## config.mk

```make
export PLATFORM = sky130hd
export DESIGN_NAME = psd_top
export DESIGN_NICKNAME = d
export VERILOG_FILES = /design/src/rtl/psd_pkg.sv /design/src/rtl/psd_seq.sv /design/src/rtl/psd_regs.sv /design/src/rtl/psd_modctl.sv /design/src/rtl/psd_top.sv
export SDC_FILE = /design/constraint.sdc
export NUM_CORES = 1
export LEC_CHECK = 0
export BUFFER_PORTS_ARGS = -buffer_cell sky130_fd_sc_hd__buf_2
export CAP_MARGIN = 20
export CORE_UTILIZATION = 35
export DETAILED_ROUTE_END_ITERATION = 7
export HOLD_SLACK_MARGIN = 0.02
export PLACE_DENSITY = 0.68
export REMOVE_ABC_BUFFERS = 1
export SYNTH_ARGS = -nofsm -noshare
export SYNTH_HDL_FRONTEND = slang
export SYNTH_SLANG_ARGS = --single-unit
```

## constraint.sdc

```tcl
create_clock -name clk -period 1.84 [get_ports clk]
set_input_delay 0.368 -clock clk [delete_from_list [all_inputs] [get_ports clk]]
set_output_delay 0.368 -clock clk [all_outputs]
set_load 0.01 [all_outputs]
```

## src/rtl/psd_pkg.sv

```systemverilog
// Shared types and register map for the switchable power domain sequencer.
// Assumes a 4-bit register address space; the module register windows
// start at fixed offsets and hold up to four modules each.
package psd_pkg;

    typedef enum logic [2:0] {
        ST_IDLE,
        ST_REQUEST_POWER,
        ST_WAIT_GOOD,
        ST_MODULES_ON,
        ST_DONE
    } seq_state_t;

    localparam int unsigned A_DOM_CTRL = 0;
    localparam int unsigned A_DOM_STAT = 1;
    localparam int unsigned A_PEND     = 2;
    localparam int unsigned A_CLR      = 3;
    localparam int unsigned A_GLB      = 4;
    localparam int unsigned A_CMD      = 5;
    localparam int unsigned A_XSTAT    = 6;
    localparam int unsigned A_SCSW     = 7;
    localparam int unsigned A_MOD_CTL  = 8;
    localparam int unsigned A_MOD_STAT = 12;

    localparam int unsigned SW_BIT    = 1;   // domain bit in cmd/status/pend/clr
    localparam int unsigned ON_BIT    = 0;   // request-on bit in domain control
    localparam int unsigned GOOD_BIT  = 8;   // power-good flag position

    localparam logic [1:0] MST_OFF     = 2'd0;
    localparam logic [1:0] MST_SYNCRST = 2'd1;
    localparam logic [1:0] MST_ALTOFF  = 2'd2;
    localparam logic [1:0] MST_EN      = 2'd3;

endpackage

```

## src/rtl/psd_seq.sv

```systemverilog
// Power-up state machine for one switchable domain.
// Assumes the register block qualifies the command write; this module
// only decides when each step happens and emits one-cycle step strobes.
module psd_seq
    import psd_pkg::*;
(
    input  logic       clk,
    input  logic       rst_n,
    input  logic       cmd_wr,
    input  logic       dom_on,
    input  logic       want_on,
    input  logic       good_flag,
    input  logic       pend,
    input  logic       pwr_good,
    output seq_state_t state,
    output logic       start_p,
    output logic       req_p,
    output logic       apply_p,
    output logic       done_p
);

    seq_state_t state_q, state_d;
    logic       release_ok;

    // Decode step strobes and the wait-exit condition.
    always_comb begin
        start_p    = (state_q == ST_IDLE) && cmd_wr && !dom_on && want_on && !good_flag;
        req_p      = (state_q == ST_REQUEST_POWER);
        apply_p    = (state_q == ST_MODULES_ON);
        done_p     = (state_q == ST_DONE);
        release_ok = good_flag && !pend && pwr_good;
    end

    // Next-state selection.
    always_comb begin
        state_d = state_q;
        unique case (state_q)
            ST_IDLE:          if (start_p) state_d = ST_REQUEST_POWER;
            ST_REQUEST_POWER: state_d = ST_WAIT_GOOD;
            ST_WAIT_GOOD:     if (release_ok) state_d = ST_MODULES_ON;
            ST_MODULES_ON:    state_d = ST_DONE;
            ST_DONE:          state_d = ST_IDLE;
            default:          state_d = ST_IDLE;
        endcase
    end

    // State register.
    always_ff @(posedge clk) begin
        if (!rst_n) state_q <= ST_IDLE;
        else        state_q <= state_d;
    end

    assign state = state_q;

endmodule

```

## src/rtl/psd_regs.sv

```systemverilog
// Register file of the domain sequencer: domain control and status,
// pending and clear, global control, command and transition status,
// short-switch enable, and per-module control. Read data is combinational.
// Assumes DATA_W > GOOD_BIT and NMOD <= 4.
module psd_regs
    import psd_pkg::*;
#(
    parameter int unsigned DATA_W = 16,
    parameter int unsigned ADDR_W = 4,
    parameter int unsigned NMOD   = 2,
    parameter int unsigned STAT_W = 5
) (
    input  logic                   clk,
    input  logic                   rst_n,
    input  logic                   wr_en,
    input  logic [ADDR_W-1:0]      addr,
    input  logic [DATA_W-1:0]      wdata,
    input  logic                   start_p,
    input  logic                   req_p,
    input  logic                   apply_p,
    input  logic                   done_p,
    input  logic [NMOD-1:0][1:0]   mod_stat,
    output logic [DATA_W-1:0]      rdata,
    output logic                   want_on,
    output logic                   good_flag,
    output logic                   pend,
    output logic                   busy,
    output logic                   dom_on,
    output logic                   short_sw,
    output logic                   cmd_wr,
    output logic [NMOD-1:0][1:0]   mod_next
);

    logic [STAT_W-1:0] glb_q;
    logic [STAT_W-1:0] dom_stat_q;
    logic [NMOD-1:0]   mod_gate_q;
    logic              hit_ctrl, hit_glb, hit_scsw, clr_hit;

    // Decode writes to each register.
    always_comb begin
        hit_ctrl = wr_en && (addr == ADDR_W'(A_DOM_CTRL));
        hit_glb  = wr_en && (addr == ADDR_W'(A_GLB));
        hit_scsw = wr_en && (addr == ADDR_W'(A_SCSW));
        clr_hit  = wr_en && (addr == ADDR_W'(A_CLR)) && wdata[SW_BIT];
        cmd_wr   = wr_en && (addr == ADDR_W'(A_CMD)) && wdata[SW_BIT];
    end

    // Domain control: on request and power-good flag.
    always_ff @(posedge clk) begin
        if (!rst_n) begin
            want_on   <= 1'b0;
            good_flag <= 1'b0;
        end else if (hit_ctrl) begin
            want_on   <= wdata[ON_BIT];
            good_flag <= wdata[GOOD_BIT];
        end
    end

    // Pending request: set by the sequencer, cleared by the clear write.
    always_ff @(posedge clk) begin
        if (!rst_n)       pend <= 1'b0;
        else if (req_p)   pend <= 1'b1;
        else if (clr_hit) pend <= 1'b0;
    end

    // Transition busy bit.
    always_ff @(posedge clk) begin
        if (!rst_n)       busy <= 1'b0;
        else if (start_p) busy <= 1'b1;
        else if (done_p)  busy <= 1'b0;
    end

    // Global control: sequencer events take priority over software writes.
    always_ff @(posedge clk) begin
        if (!rst_n)       glb_q <= '0;
        else if (done_p)  glb_q <= '0;
        else if (start_p) glb_q <= glb_q | STAT_W'(1);
        else if (hit_glb) glb_q <= wdata[STAT_W-1:0];
    end

    // Domain status: takes the on code when the modules are applied.
    always_ff @(posedge clk) begin
        if (!rst_n)       dom_stat_q <= '0;
        else if (apply_p) dom_stat_q <= STAT_W'(1);
    end

    // Short-circuit switch enable.
    always_ff @(posedge clk) begin
        if (!rst_n)        short_sw <= 1'b0;
        else if (hit_scsw) short_sw <= wdata[0];
    end

    // Per-module staged next state and gate flag.
    always_ff @(posedge clk) begin
        if (!rst_n) begin
            mod_next   <= '0;
            mod_gate_q <= '0;
        end else begin
            for (int i = 0; i < NMOD; i++) begin
                if (wr_en && (addr == ADDR_W'(A_MOD_CTL + i))) begin
                    mod_next[i]   <= wdata[1:0];
                    mod_gate_q[i] <= wdata[GOOD_BIT];
                end
            end
        end
    end

    assign dom_on = |dom_stat_q;

    // Read multiplexer.
    always_comb begin
        rdata = '0;
        case (addr)
            ADDR_W'(A_DOM_CTRL): begin
                rdata[ON_BIT]   = want_on;
                rdata[GOOD_BIT] = good_flag;
            end
            ADDR_W'(A_DOM_STAT): rdata[STAT_W-1:0] = dom_stat_q;
            ADDR_W'(A_PEND):     rdata[SW_BIT]     = pend;
            ADDR_W'(A_GLB):      rdata[STAT_W-1:0] = glb_q;
            ADDR_W'(A_XSTAT):    rdata[SW_BIT]     = busy;
            ADDR_W'(A_SCSW):     rdata[0]          = short_sw;
            default:             rdata = '0;
        endcase
        for (int i = 0; i < NMOD; i++) begin
            if (addr == ADDR_W'(A_MOD_CTL + i)) begin
                rdata[1:0]      = mod_next[i];
                rdata[GOOD_BIT] = mod_gate_q[i];
            end
            if (addr == ADDR_W'(A_MOD_STAT + i)) begin
                rdata[1:0] = mod_stat[i];
            end
        end
    end

endmodule

```

## src/rtl/psd_modctl.sv

```systemverilog
// One module slot inside the domain: holds the current module state,
// loads the staged state on the apply strobe, and derives clock enable
// and reset release from it. Assumes apply is a single-cycle strobe.
module psd_modctl
    import psd_pkg::*;
(
    input  logic       clk,
    input  logic       rst_n,
    input  logic       apply,
    input  logic [1:0] next_state,
    output logic [1:0] cur_state,
    output logic       clk_en,
    output logic       rst_rel
);

    // Current module state.
    always_ff @(posedge clk) begin
        if (!rst_n)     cur_state <= MST_OFF;
        else if (apply) cur_state <= next_state;
    end

    // Clock runs in enable and sync-reset; reset released only in enable.
    always_comb begin
        clk_en  = (cur_state == MST_EN) || (cur_state == MST_SYNCRST);
        rst_rel = (cur_state == MST_EN);
    end

endmodule

```

## src/rtl/psd_top.sv

```systemverilog
// Switchable power domain sequencer top: ties the register file, the
// power-up state machine and one module slot per domain module.
// Assumes a single synchronous clock and synchronous active-low reset.
module psd_top
    import psd_pkg::*;
#(
    parameter int unsigned DATA_W = 16,
    parameter int unsigned ADDR_W = 4,
    parameter int unsigned NMOD   = 2
) (
    input  logic              clk,
    input  logic              rst_n,
    input  logic              wr_en,
    input  logic [ADDR_W-1:0] addr,
    input  logic [DATA_W-1:0] wdata,
    output logic [DATA_W-1:0] rdata,
    input  logic              pwr_good,
    output logic              pwr_req,
    output logic              short_sw_en,
    output logic [NMOD-1:0]   mod_clk_en,
    output logic [NMOD-1:0]   mod_rst_n
);

    localparam int unsigned STAT_W = 5;

    seq_state_t            state;
    logic                  start_p, req_p, apply_p, done_p;
    logic                  want_on, good_flag, pend, busy, dom_on, short_sw, cmd_wr;
    logic [NMOD-1:0][1:0]  mod_next;
    logic [NMOD-1:0][1:0]  mod_stat;

    psd_regs #(
        .DATA_W (DATA_W),
        .ADDR_W (ADDR_W),
        .NMOD   (NMOD),
        .STAT_W (STAT_W)
    ) u_regs (
        .clk       (clk),
        .rst_n     (rst_n),
        .wr_en     (wr_en),
        .addr      (addr),
        .wdata     (wdata),
        .start_p   (start_p),
        .req_p     (req_p),
        .apply_p   (apply_p),
        .done_p    (done_p),
        .mod_stat  (mod_stat),
        .rdata     (rdata),
        .want_on   (want_on),
        .good_flag (good_flag),
        .pend      (pend),
        .busy      (busy),
        .dom_on    (dom_on),
        .short_sw  (short_sw),
        .cmd_wr    (cmd_wr),
        .mod_next  (mod_next)
    );

    psd_seq u_seq (
        .clk       (clk),
        .rst_n     (rst_n),
        .cmd_wr    (cmd_wr),
        .dom_on    (dom_on),
        .want_on   (want_on),
        .good_flag (good_flag),
        .pend      (pend),
        .pwr_good  (pwr_good),
        .state     (state),
        .start_p   (start_p),
        .req_p     (req_p),
        .apply_p   (apply_p),
        .done_p    (done_p)
    );

    for (genvar g = 0; g < NMOD; g++) begin : g_mod
        psd_modctl u_mod (
            .clk        (clk),
            .rst_n      (rst_n),
            .apply      (apply_p),
            .next_state (mod_next[g]),
            .cur_state  (mod_stat[g]),
            .clk_en     (mod_clk_en[g]),
            .rst_rel    (mod_rst_n[g])
        );
    end

    assign pwr_req     = pend;
    assign short_sw_en = short_sw;

endmodule

```

==> impl_summary.log, run 1 <==
INFO  metric holdCritPathClass = input port to flip-flop
INFO  metric rrSetupSlack = 570 ps
INFO  metric netSwitchingFraction = 0.242
INFO  metric drive_above_1_share = 0.271
INFO  metric regToRegEndpoint = g_mod[1].u_mod.cur_state[0]
INFO  metric gr-usage-all-layers = 0.141
INFO  metric reg2reg_from = u_seq.state[0]
INFO  metric grt_max_degree = 17
INFO  metric insertedDiodeCount = 0
INFO  metric worst_hold_path.endpoint = u_regs.glb_q[2]
INFO  metric timing.fmax = 0.567 GHz
INFO  metric ys_seq_area_frac = 0.365
INFO  metric ir_drop = 237 uV
INFO  metric cts_inserted_buffers = 3
INFO  metric boundaryPins = 46
INFO  metric syn_area = 1320 um2
INFO  metric final-hold-violation-count = 0
INFO  metric post-route-min-period = 1770 ps
INFO  metric floorplan.die.height = 63.4 um
INFO  metric yosys.cell_count.top_type = sky130_fd_sc_hd__nor2_1
INFO  metric cp_max_fo = 7
INFO  metric power_per_cell_area = 669 nW/um2
INFO  metric yosys_most_used_dff = sky130_fd_sc_hd__dfxtp_1
INFO  metric syn_avg_cell_area = 8.78 um2
INFO  metric hold_depth = 3
INFO  metric dr_wl_met2 = 1200 um
INFO  metric remaining_drc_errors = 0
INFO  metric drt-met1-wl = 1330 um
INFO  metric share_seq_of_total_power = 0.530
INFO  metric critPathKind = input port to primary output
INFO  metric chipWidth = 63.4 um
INFO  metric ff2ff_path_depth = 4
INFO  metric outcome = completed
INFO  metric cp-start-kind = input port
INFO  metric topRoutingLayerUsed = met4
INFO  metric timing_worst_slew_pin_value = 525 ps
INFO  metric clock_insertion_delay_worst_skew = 270 ps
INFO  metric via_count_of_the_first_global_routing_pass = 966
INFO  metric final.period_utilization = 0.959
INFO  metric synth-edff-count = 0
INFO  metric crit_top_cell = sky130_fd_sc_hd__buf_2
INFO  metric switching_power = 0.240 mW
INFO  metric ys_seq_elements = 24
INFO  metric total_leakage_power = 0.727 nW
INFO  metric route.met3.wl = 80 um
INFO  metric unrepaired_setup_endpoints_after_global_routing = false
INFO  metric slowest_stage_cell_on_the_critical_path = sky130_fd_sc_hd__a211oi_1
INFO  metric maxCapViolations = 0
INFO  metric path_cells = buf_2 -> nor2b_2 -> a21o_1 -> a211oi_1 -> o22ai_1 -> buf_2
INFO  metric post_cts.repair.setup_buffers = 0
INFO  metric routed-via-count = 1066
INFO  metric final_max_slew_viol_count = 0
INFO  metric clk_root_buffer_cell = sky130_fd_sc_hd__clkbuf_8
INFO  metric finalSetupTns = 0 ps
INFO  metric h-tree-depth = 1
INFO  metric comb_power_share = 0.104
INFO  metric slew_headroom = 0.650
INFO  metric crit_buf_inv = 2
INFO  metric antenna_found_initial = 0
INFO  metric crit_family = compound AO/OA/AOI/OAI gates
INFO  metric yosys_warnings = 0
INFO  metric initialDrtViolationCount = 57
INFO  metric wp_data_required = 1470 ps
INFO  metric post-dp-hpwl = 1970 um
INFO  metric clk_pin_slew = 80 ps
INFO  metric min-delay-start = wdata[2]
INFO  metric final.setup_skew = 2.91 ps
INFO  metric io_buffer_count = 25
INFO  metric final.hold.worst_slack = 328 ps
INFO  metric design.core.area = 3470 um2
INFO  metric area_delta_synth_final = 12.4%
INFO  metric first_pass_iters = 4
INFO  metric worst-endpoint-arrival = 1400 ps
INFO  metric final_nets = 195
INFO  metric post_synth_inst_count = 150
INFO  metric top_area_cell_type_share_of_the_netlist_area = 0.365
INFO  metric finalSetupViolCount = 0
INFO  metric routed_wire_length_per_instance = 12.2 um
INFO  metric synth_top_cells_by_count = 27 x sky130_fd_sc_hd__nor2_1, 24 x sky130_fd_sc_hd__dfxtp_1, 22 x sky130_fd_sc_hd__mux2i_1
INFO  metric critPathCaptureType = primary output
INFO  metric globalRouteOverflowTotal = 0
INFO  metric drt.antenna.violating_nets = 0
INFO  metric initial_utilization = 0.380
INFO  metric internal_power = 0.751 mW
INFO  metric max_stage_delay = 250 ps
INFO  metric gpl.final_weighted_congestion = 0.796
INFO  metric asyncSetResetFlopFracSynth = 0
INFO  metric clockBufferDepth = 2
INFO  metric num-fill-cells = 363
INFO  metric p_clk_frac = 0.366
INFO  metric tritoncts_clock_tree = built
INFO  metric first_pass_grt_wire_length = 4360 um
INFO  metric post_synth_num_cell_types = 37
INFO  metric synth.top_cells.by_area = sky130_fd_sc_hd__dfxtp_1 36%, sky130_fd_sc_hd__mux2i_1 17%, sky130_fd_sc_hd__buf_4 8.5%, sky130_fd_sc_hd__nor2_1 7.7%, sky130_fd_sc_hd__a21oi_1 1.9%
INFO  metric post_synthesis_cell_type_with_the_largest_combined_area = sky130_fd_sc_hd__dfxtp_1
INFO  metric tritoncts_num_sinks = 24
INFO  metric num_rows = 21
INFO  metric fp.dieArea = 4010 um2
INFO  metric route.final.wire_length = 2640 um
INFO  metric post_drt_via_cell_ratio = 4.94
cells in the final DEF (no fill, tap or decap), drive strengths merged, types with 3 or more instances in the layout:
cell type  synthesis  final
nand3              4      4
dfxtp             24     24
and3               3      3
a21oi              5      5
buf               20     30
conb               1     10
clkbuf             3      4
inv                3      3
nand2              6      6
nor2              28     28
nor2b              4      4
mux2i             22     22
cells by family after synthesis:
family	synth area share
compound gates	0.0817
other cells	0.00285
simple gates	0.238
buf+inv	0.122
mux	0.184
flops	0.365
xor+xnor	0.00665
flip-flops by register name, indices dropped and copies added, names as in the netlist, 2 cells and up:
signal / flops
u_regs.mod_gate_q: 2
u_regs.mod_next: 4
u_seq.state: 3
u_regs.glb_q: 5
g_mod.u_mod.cur_state: 4
worst reg2reg max path: stages (launching register included):
cell	delay, ps
sky130_fd_sc_hd__dfxtp_1	460
sky130_fd_sc_hd__nand2_1	100
sky130_fd_sc_hd__or2_2	370
sky130_fd_sc_hd__mux2i_1	170
sky130_fd_sc_hd__nor2_1	50
power groups by stage:
stage                     sequential [mW]  combinational, mW  clock, mW
after global placement              0.538              0.101          0
final                               0.525              0.104      0.362
after floorplan                     0.537             0.0485          0
after detailed placement            0.538              0.102          0
after global routing                0.526              0.112      0.394
after CTS                           0.525              0.102      0.374
cell type report:
| type | count | area, um2 | share of cell area |
|---|---|---|---|
| clock buffer | 4 | 55.1 | 0.0372 |
| timing repair buffer | 30 | 163 | 0.110 |
| inverter | 3 | 11.3 | 0.00760 |
| tap | 46 | 57.6 | 0.0389 |
| sequential | 24 | 482 | 0.325 |
| multi-input combinational | 109 | 713 | 0.481 |
worst max path at each step:
stage	slack, ps	endpoint	depth (start not counted)	start
floorplan	250	rdata[0]	4	addr[2]
global placement	80	rdata[0]	6	addr[2]
detailed placement	70	rdata[0]	6	addr[2]
CTS	50	rdata[1]	5	u_regs.pend
global route	3	rdata[0]	5	u_regs.dom_stat_q[0]
finish	70	rdata[0]	6	addr[2]
metrics by stage:
stage / instances / area [um2] / utilization / setup WS (ps) / power (mW)
floorplan: 136 / 1200 / - / 250 / 0.586
finish: 216 / 1480 / 0.427 / 74.8 / 0.991
global route: 216 / 1480 / 0.427 / 2.71 / 1.03
global placement: 212 / 1420 / 0.410 / 76.7 / 0.638
detailed placement: 212 / 1420 / 0.410 / 74.8 / 0.639
CTS: 216 / 1480 / 0.426 / 46.2 / 1.00
timing repair:
item                                    CTS  global route
endpoints found under the setup margin    0             2
hold buffers                              0             0
gates resized for setup                   0             2
endpoints found under the hold margin     0             0
metal layers:
| metal | GRT usage | vias to the layer above |
|---|---|---|
| li1 | - | 529 |
| met1 | 0.186 | 509 |
| met2 | 0.217 | 25 |
| met3 | 0.0217 | 3 |
| met4 | 0.0767 | 0 |
| met5 | 0 | - |
Power figures use the tool's default switching activity.
==> inputs of run 2 (changes only) <==
- CTS_BUF_LIST: not set -> sky130_fd_sc_hd__clkbuf_4
- PLACE_DENSITY: 0.68 -> 0.64
==> run 2 against run 1 <==
Flip-flop and latch count stayed put; count of clock-buffer cells in the layout fell by 1; cell count is 0.46% lower; worst setup slack worse by 4.5 ps; sequential share of layout area increased by 0.65 points; routed wire length is 0.64% lower; register-to-register slack about the same; critical path type is now flip-flop to primary output; die area unchanged; critical path depth down 1; highest routed layer unchanged; hold slack got worse by 29 ps; combinational power about the same; utilization down 0.40 points.
==> impl_summary.log, run 2 (synthesis results as in run 1) <==
INFO  metric unrepaired_setup_endpoints_after_global_routing = true
INFO  metric clockBufferDepth = 2
INFO  metric first_pass_iters = 4
INFO  metric cts_inserted_buffers = 3
INFO  metric maxCapViolations = 0
INFO  metric globalRouteOverflowTotal = 0
INFO  metric timing.fmax = 0.565 GHz
INFO  metric final_nets = 195
INFO  metric remaining_drc_errors = 0
INFO  metric critPathKind = flip-flop to primary output
INFO  metric stdcell_count = 215
INFO  metric post-route-min-period = 1770 ps
INFO  metric antenna_found_initial = 0
INFO  metric finalCoreUtilization = 0.423
INFO  metric slowest_stage_cell_on_the_critical_path = sky130_fd_sc_hd__dfxtp_2
INFO  metric largest-register = u_regs.glb_q
INFO  metric final.setup_skew = 11.2 ps
INFO  metric chipWidth = 63.4 um
INFO  metric post-dp-hpwl = 2020 um
INFO  metric fp.dieArea = 4010 um2
INFO  metric rrSetupSlack = 570 ps
INFO  metric cp-start-kind = flip-flop
INFO  metric num_rows = 21
INFO  metric gpl.final_weighted_congestion = 0.864
INFO  metric finalSetupTns = 0 ps
INFO  metric insertedDiodeCount = 0
INFO  metric min-delay-start = wdata[3]
INFO  metric final-hold-violation-count = 0
INFO  metric first_pass_grt_wire_length = 4550 um
INFO  metric place_worst_setup_slack = 69.8 ps
INFO  metric route.final.wire_length = 2620 um
INFO  metric routed-via-count = 1054
INFO  metric largestRegisters = u_regs.glb_q x5, g_mod.u_mod.cur_state x4, u_regs.mod_next x4
INFO  metric timing_worst_slew_pin_value = 500 ps
INFO  metric post_drt_via_cell_ratio = 4.90
INFO  metric worst_hold_path.endpoint = u_regs.glb_q[3]
INFO  metric largest_register_ff_count = 5
INFO  metric grt_max_degree = 17
INFO  metric ff2ff_path_depth = 4
INFO  metric critPathCaptureType = primary output
INFO  metric via_count_of_the_first_global_routing_pass = 1060
INFO  metric placed_cells = 211
INFO  metric slew_headroom = 0.666
INFO  metric gr-usage-all-layers = 0.144
INFO  metric design.core.area = 3470 um2
INFO  metric boundaryPins = 46
INFO  metric regToRegEndpoint = g_mod[1].u_mod.cur_state[1]
INFO  metric p_total = 0.853 mW
INFO  metric power_per_cell_area = 581 nW/um2
INFO  metric reg2reg_from = u_seq.state[0]
INFO  metric finalSetupViolCount = 0
INFO  metric h-tree-depth = 1
INFO  metric drive_above_1_share = 0.302
INFO  metric total_leakage_power = 0.716 nW
INFO  metric layout.cells.most_common_list = 27 x sky130_fd_sc_hd__nor2_1, 24 x sky130_fd_sc_hd__buf_2, 22 x sky130_fd_sc_hd__mux2i_1
INFO  metric final.period_utilization = 0.962
INFO  metric hold_depth = 3
INFO  metric worst-endpoint-arrival = 1400 ps
INFO  metric wp_data_required = 1470 ps
INFO  metric io_buffer_count = 25
INFO  metric area_delta_synth_final = 11.4%
INFO  metric initialDrtViolationCount = 48
INFO  metric routed_wire_length_per_instance = 12.2 um
INFO  metric timing.final.ws_setup = 70.3 ps
INFO  metric max_stage_delay = 350 ps
INFO  metric ir_drop = 215 uV
INFO  metric path_cells = mux2i_1 -> a21oi_1 -> nor2_1 -> o32ai_1 -> buf_2
INFO  metric clk_pin_slew = 110 ps
INFO  metric outcome = completed
INFO  metric tritoncts_num_sinks = 24
INFO  metric drt.antenna.violating_nets = 0
INFO  metric final_max_slew_viol_count = 0
INFO  metric mostFrequentLayoutCell = sky130_fd_sc_hd__nor2_1
INFO  metric cp_max_fo = 3
INFO  metric clock_insertion_delay_worst_skew = 310 ps
INFO  metric initial_utilization = 0.380
INFO  metric tritoncts_clock_tree = built
INFO  metric num-fill-cells = 367
INFO  metric floorplan.die.height = 63.4 um
INFO  metric holdCritPathClass = input port to flip-flop
INFO  metric clk_root_buffer_cell = sky130_fd_sc_hd__clkbuf_4
## run 2: changes by cell type in the layout (fill, tap and decap cells not counted), sizes merged
cell | before | now
buf | 30 | 29
## run 2: metrics by stage
stage,hold slack [ps],instance area [um2]
global route,304,1470
global placement,468,1420
finish,299,1470
floorplan,452,1200
detailed placement,475,1420
CTS,306,1440
## run 2: timing repair
item,4_1_cts,5_1_grt
hold buffers,0,0
gates resized for setup,0,9
endpoints found under the setup margin,0,3
setup buffers,0,1
## run 2: cell type report
type	instances	area, um2	area share
Multi-Input combinational cell	109	724	0.494
Sequential cell	24	487	0.332
Timing Repair Buffer	30	165	0.113
Tap cell	46	57.6	0.0392
Clock buffer	3	22.5	0.0153
Inverter	3	11.3	0.00767
## run 2: power by group
part	internal [mW]	switching [mW]
clock network	0.0765	0.148
logic	0.0368	0.0653
registers	0.523	0.00269
total	0.637	0.216
## run 2: metal layers
layer	GRT usage	wire length (um)	up-vias
met5	0	0	-
met4	0.0625	40	0
met3	0.0236	102	4
met2	0.251	1260	28
met1	0.170	1220	494
li1	-	-	528
## run 2: how the worst max path moves through the flow
| stage | endpoint | slack [ps] | cells after the start | from |
|---|---|---|---|---|
| final | rdata[1] | 70 | 5 | u_regs.pend |
| after CTS | rdata[1] | 8 | 5 | u_regs.pend |
| after detailed placement | rdata[0] | 70 | 6 | addr[2] |
| after floorplan | rdata[0] | 250 | 4 | addr[2] |
| after global placement | rdata[0] | 70 | 6 | addr[2] |
| after global routing | rdata[1] | -10 | 5 | u_regs.busy |
## run 2: worst max-delay path: cells and delay by family (launching register included)
kind                   cells  cell delay [ps]
flip-flops                 1              350
AND/OR/NAND/NOR            1               50
AO/OA/AOI/OAI              2              430
multiplexers               1               80
buffers and inverters      1              180
==> inputs of run 3 (changes only) <==
--- a/constraint.sdc
+++ b/constraint.sdc
@@ -3,2 +3,2 @@
 set_output_delay 0.368 -clock clk [all_outputs]
-set_load 0.01 [all_outputs]
+set_load 0.005 [all_outputs]
==> run 3 against run 2 <==
Via count up 0.47%; flip-flop and latch count unchanged; die area is the same; total power fell by 0.69%; count of clock-buffer cells in the layout is the same; cell count unchanged; utilization is 0.47 points lower; worst setup slack worse by 61 ps; register-to-register slack lost 40 ps; routed wire length increased by 3.7%; critical path depth increased by 1; sequential share of layout area up 0.20 points; largest cell class unchanged.
==> impl_summary.log, run 3 (synthesis results as in run 1) <==
INFO  metric gpl.final_weighted_congestion = 0.816
INFO  metric finalSetupViolCount = 0
INFO  metric first_pass_iters = 4
INFO  metric fp.dieArea = 4010 um2
INFO  metric antenna_found_initial = 0
INFO  metric drt.antenna.violating_nets = 0
INFO  metric total_leakage_power = 0.713 nW
INFO  metric timing.final.ws_setup = 9.21 ps
INFO  metric final_nets = 195
INFO  metric largest-register = u_regs.glb_q
INFO  metric largestRegisters = u_regs.glb_q x5, g_mod.u_mod.cur_state x4, u_regs.mod_next x4
INFO  metric critPathKind = input port to primary output
INFO  metric worst-endpoint-arrival = 1460 ps
INFO  metric cp_max_fo = 7
INFO  metric via_count_of_the_first_global_routing_pass = 1068
INFO  metric tritoncts_num_sinks = 24
INFO  metric post-route-min-period = 1830 ps
INFO  metric cp-start-kind = input port
INFO  metric final.setup_skew = 8.10 ps
INFO  metric layout.cells.most_common_list = 27 x sky130_fd_sc_hd__nor2_1, 25 x sky130_fd_sc_hd__buf_2, 22 x sky130_fd_sc_hd__mux2i_1
INFO  metric grtUsageMet1 = 0.175
INFO  metric clockBufferDepth = 2
INFO  metric floorplan.die.height = 63.4 um
INFO  metric area_delta_synth_final = 10.2%
INFO  metric remaining_drc_errors = 0
INFO  metric gr-max-usage-layer = met2
INFO  metric clock_insertion_delay_worst_skew = 300 ps
INFO  metric first_pass_grt_wire_length = 4630 um
INFO  metric initialDrtViolationCount = 60
INFO  metric io_buffer_count = 25
INFO  metric post_drt_via_cell_ratio = 4.93
INFO  metric final.period_utilization = 0.995
INFO  metric critPathCaptureType = primary output
INFO  metric maxCapViolations = 0
INFO  metric unrepaired_setup_endpoints_after_global_routing = true
INFO  metric grt_max_degree = 17
INFO  metric final-hold-violation-count = 0
INFO  metric insertedDiodeCount = 0
INFO  metric routed_wire_length_per_instance = 12.7 um
INFO  metric p_total = 0.847 mW
INFO  metric timing.fmax = 0.546 GHz
INFO  metric globalRouteOverflowTotal = 0
INFO  metric route.final.wire_length = 2720 um
INFO  metric groute.layer.met3.usage = 0.0236
INFO  metric gr-usage-all-layers = 0.146
INFO  metric mostFrequentLayoutCell = sky130_fd_sc_hd__nor2_1
INFO  metric chipWidth = 63.4 um
INFO  metric boundaryPins = 46
INFO  metric num_rows = 21
INFO  metric clk_pin_slew = 120 ps
INFO  metric design.core.area = 3470 um2
INFO  metric post-dp-hpwl = 2090 um
INFO  metric drive_above_1_share = 0.278
INFO  metric clk_root_buffer_cell = sky130_fd_sc_hd__clkbuf_4
INFO  metric final_instance_area = 1450 um2
INFO  metric cts_inserted_buffers = 3
INFO  metric cts.hold.buffers_added = 0
INFO  metric tritoncts_clock_tree = built
INFO  metric largest_register_ff_count = 5
INFO  metric wp_data_required = 1470 ps
INFO  metric globalRouteMet2Util = 0.261
INFO  metric power_per_cell_area = 584 nW/um2
INFO  metric final_max_slew_viol_count = 0
INFO  metric place_worst_setup_slack = 52.4 ps
INFO  metric holdCritPathClass = input port to flip-flop
INFO  metric initial_utilization = 0.380
INFO  metric place_area = 1420 um2
INFO  metric routed-via-count = 1059
INFO  metric ir_drop = 230 uV
INFO  metric outcome = completed
INFO  metric h-tree-depth = 1
==> run 3: cell types whose count changed in the layout (fill, tap and decap cells not counted) <==
cell                       change
sky130_fd_sc_hd__buf_2         +1
sky130_fd_sc_hd__dfxtp_1       +2
sky130_fd_sc_hd__a211oi_1      +1
sky130_fd_sc_hd__a211oi_2      -1
sky130_fd_sc_hd__nor4_2        -1
sky130_fd_sc_hd__clkbuf_4      -1
sky130_fd_sc_hd__nor4_1        +1
sky130_fd_sc_hd__dfxtp_2       -2
==> run 3: cell type report <==
| class | instances | area (um2) |
|---|---|---|
| Inverter | 3 | 11.3 |
| Timing Repair Buffer | 30 | 163 |
| Tap cell | 46 | 57.6 |
| Clock buffer | 3 | 22.5 |
| Sequential cell | 24 | 484 |
| Fill cell | 352 | 2020 |
| Multi-Input combinational cell | 109 | 713 |
==> run 3: repair_timing <==
action,in CTS,in global routing
setup endpoints to repair,0,3
resized for setup,0,4
setup buffers,0,0
hold endpoints to repair,0,0
==> run 3: power by group <==
| part | switching (mW) | internal, mW | total [mW] | leakage (nW) |
|---|---|---|---|---|
| sequential | 0.00275 | 0.523 | 0.526 | 0.195 |
| clock | 0.147 | 0.0763 | 0.223 | 0.0138 |
| combinational | 0.0602 | 0.0372 | 0.0974 | 0.504 |
==> run 3: routing by layer <==
layer  vias up  wire length [um]
met5         -                 0
met4         0                28
met3         2               108
met2        30              1370
met1       497              1210
li1        530                 -
==> run 3: worst paths after layout <==
path	depth (start not counted)	slack, ps	from	to
max	6	9	addr[2]	rdata[0]
min	3	300	wdata[4]	u_regs.glb_q[4]
max reg2reg	4	530	u_seq.state[0]	g_mod[1].u_mod.cur_state[0]
min reg2reg	2	500	u_regs.busy	u_regs.busy
==> run 3: through the flow <==
stage | util | instances | hold slack [ps] | setup TNS [ps]
floorplan | - | 136 | 452 | 0
global placement | 0.410 | 212 | 469 | 0
detailed placement | 0.410 | 212 | 483 | 0
CTS | 0.417 | 215 | 289 | 0
global route | 0.418 | 215 | 298 | -22.0
finish | 0.418 | 215 | 295 | 0
==> run 3: worst max-delay path: stages <==
cell	delay [ps]
sky130_fd_sc_hd__buf_2	150
sky130_fd_sc_hd__nor2b_2	190
sky130_fd_sc_hd__and4_1	210
sky130_fd_sc_hd__a211oi_1	290
sky130_fd_sc_hd__o22ai_1	120
sky130_fd_sc_hd__buf_2	130
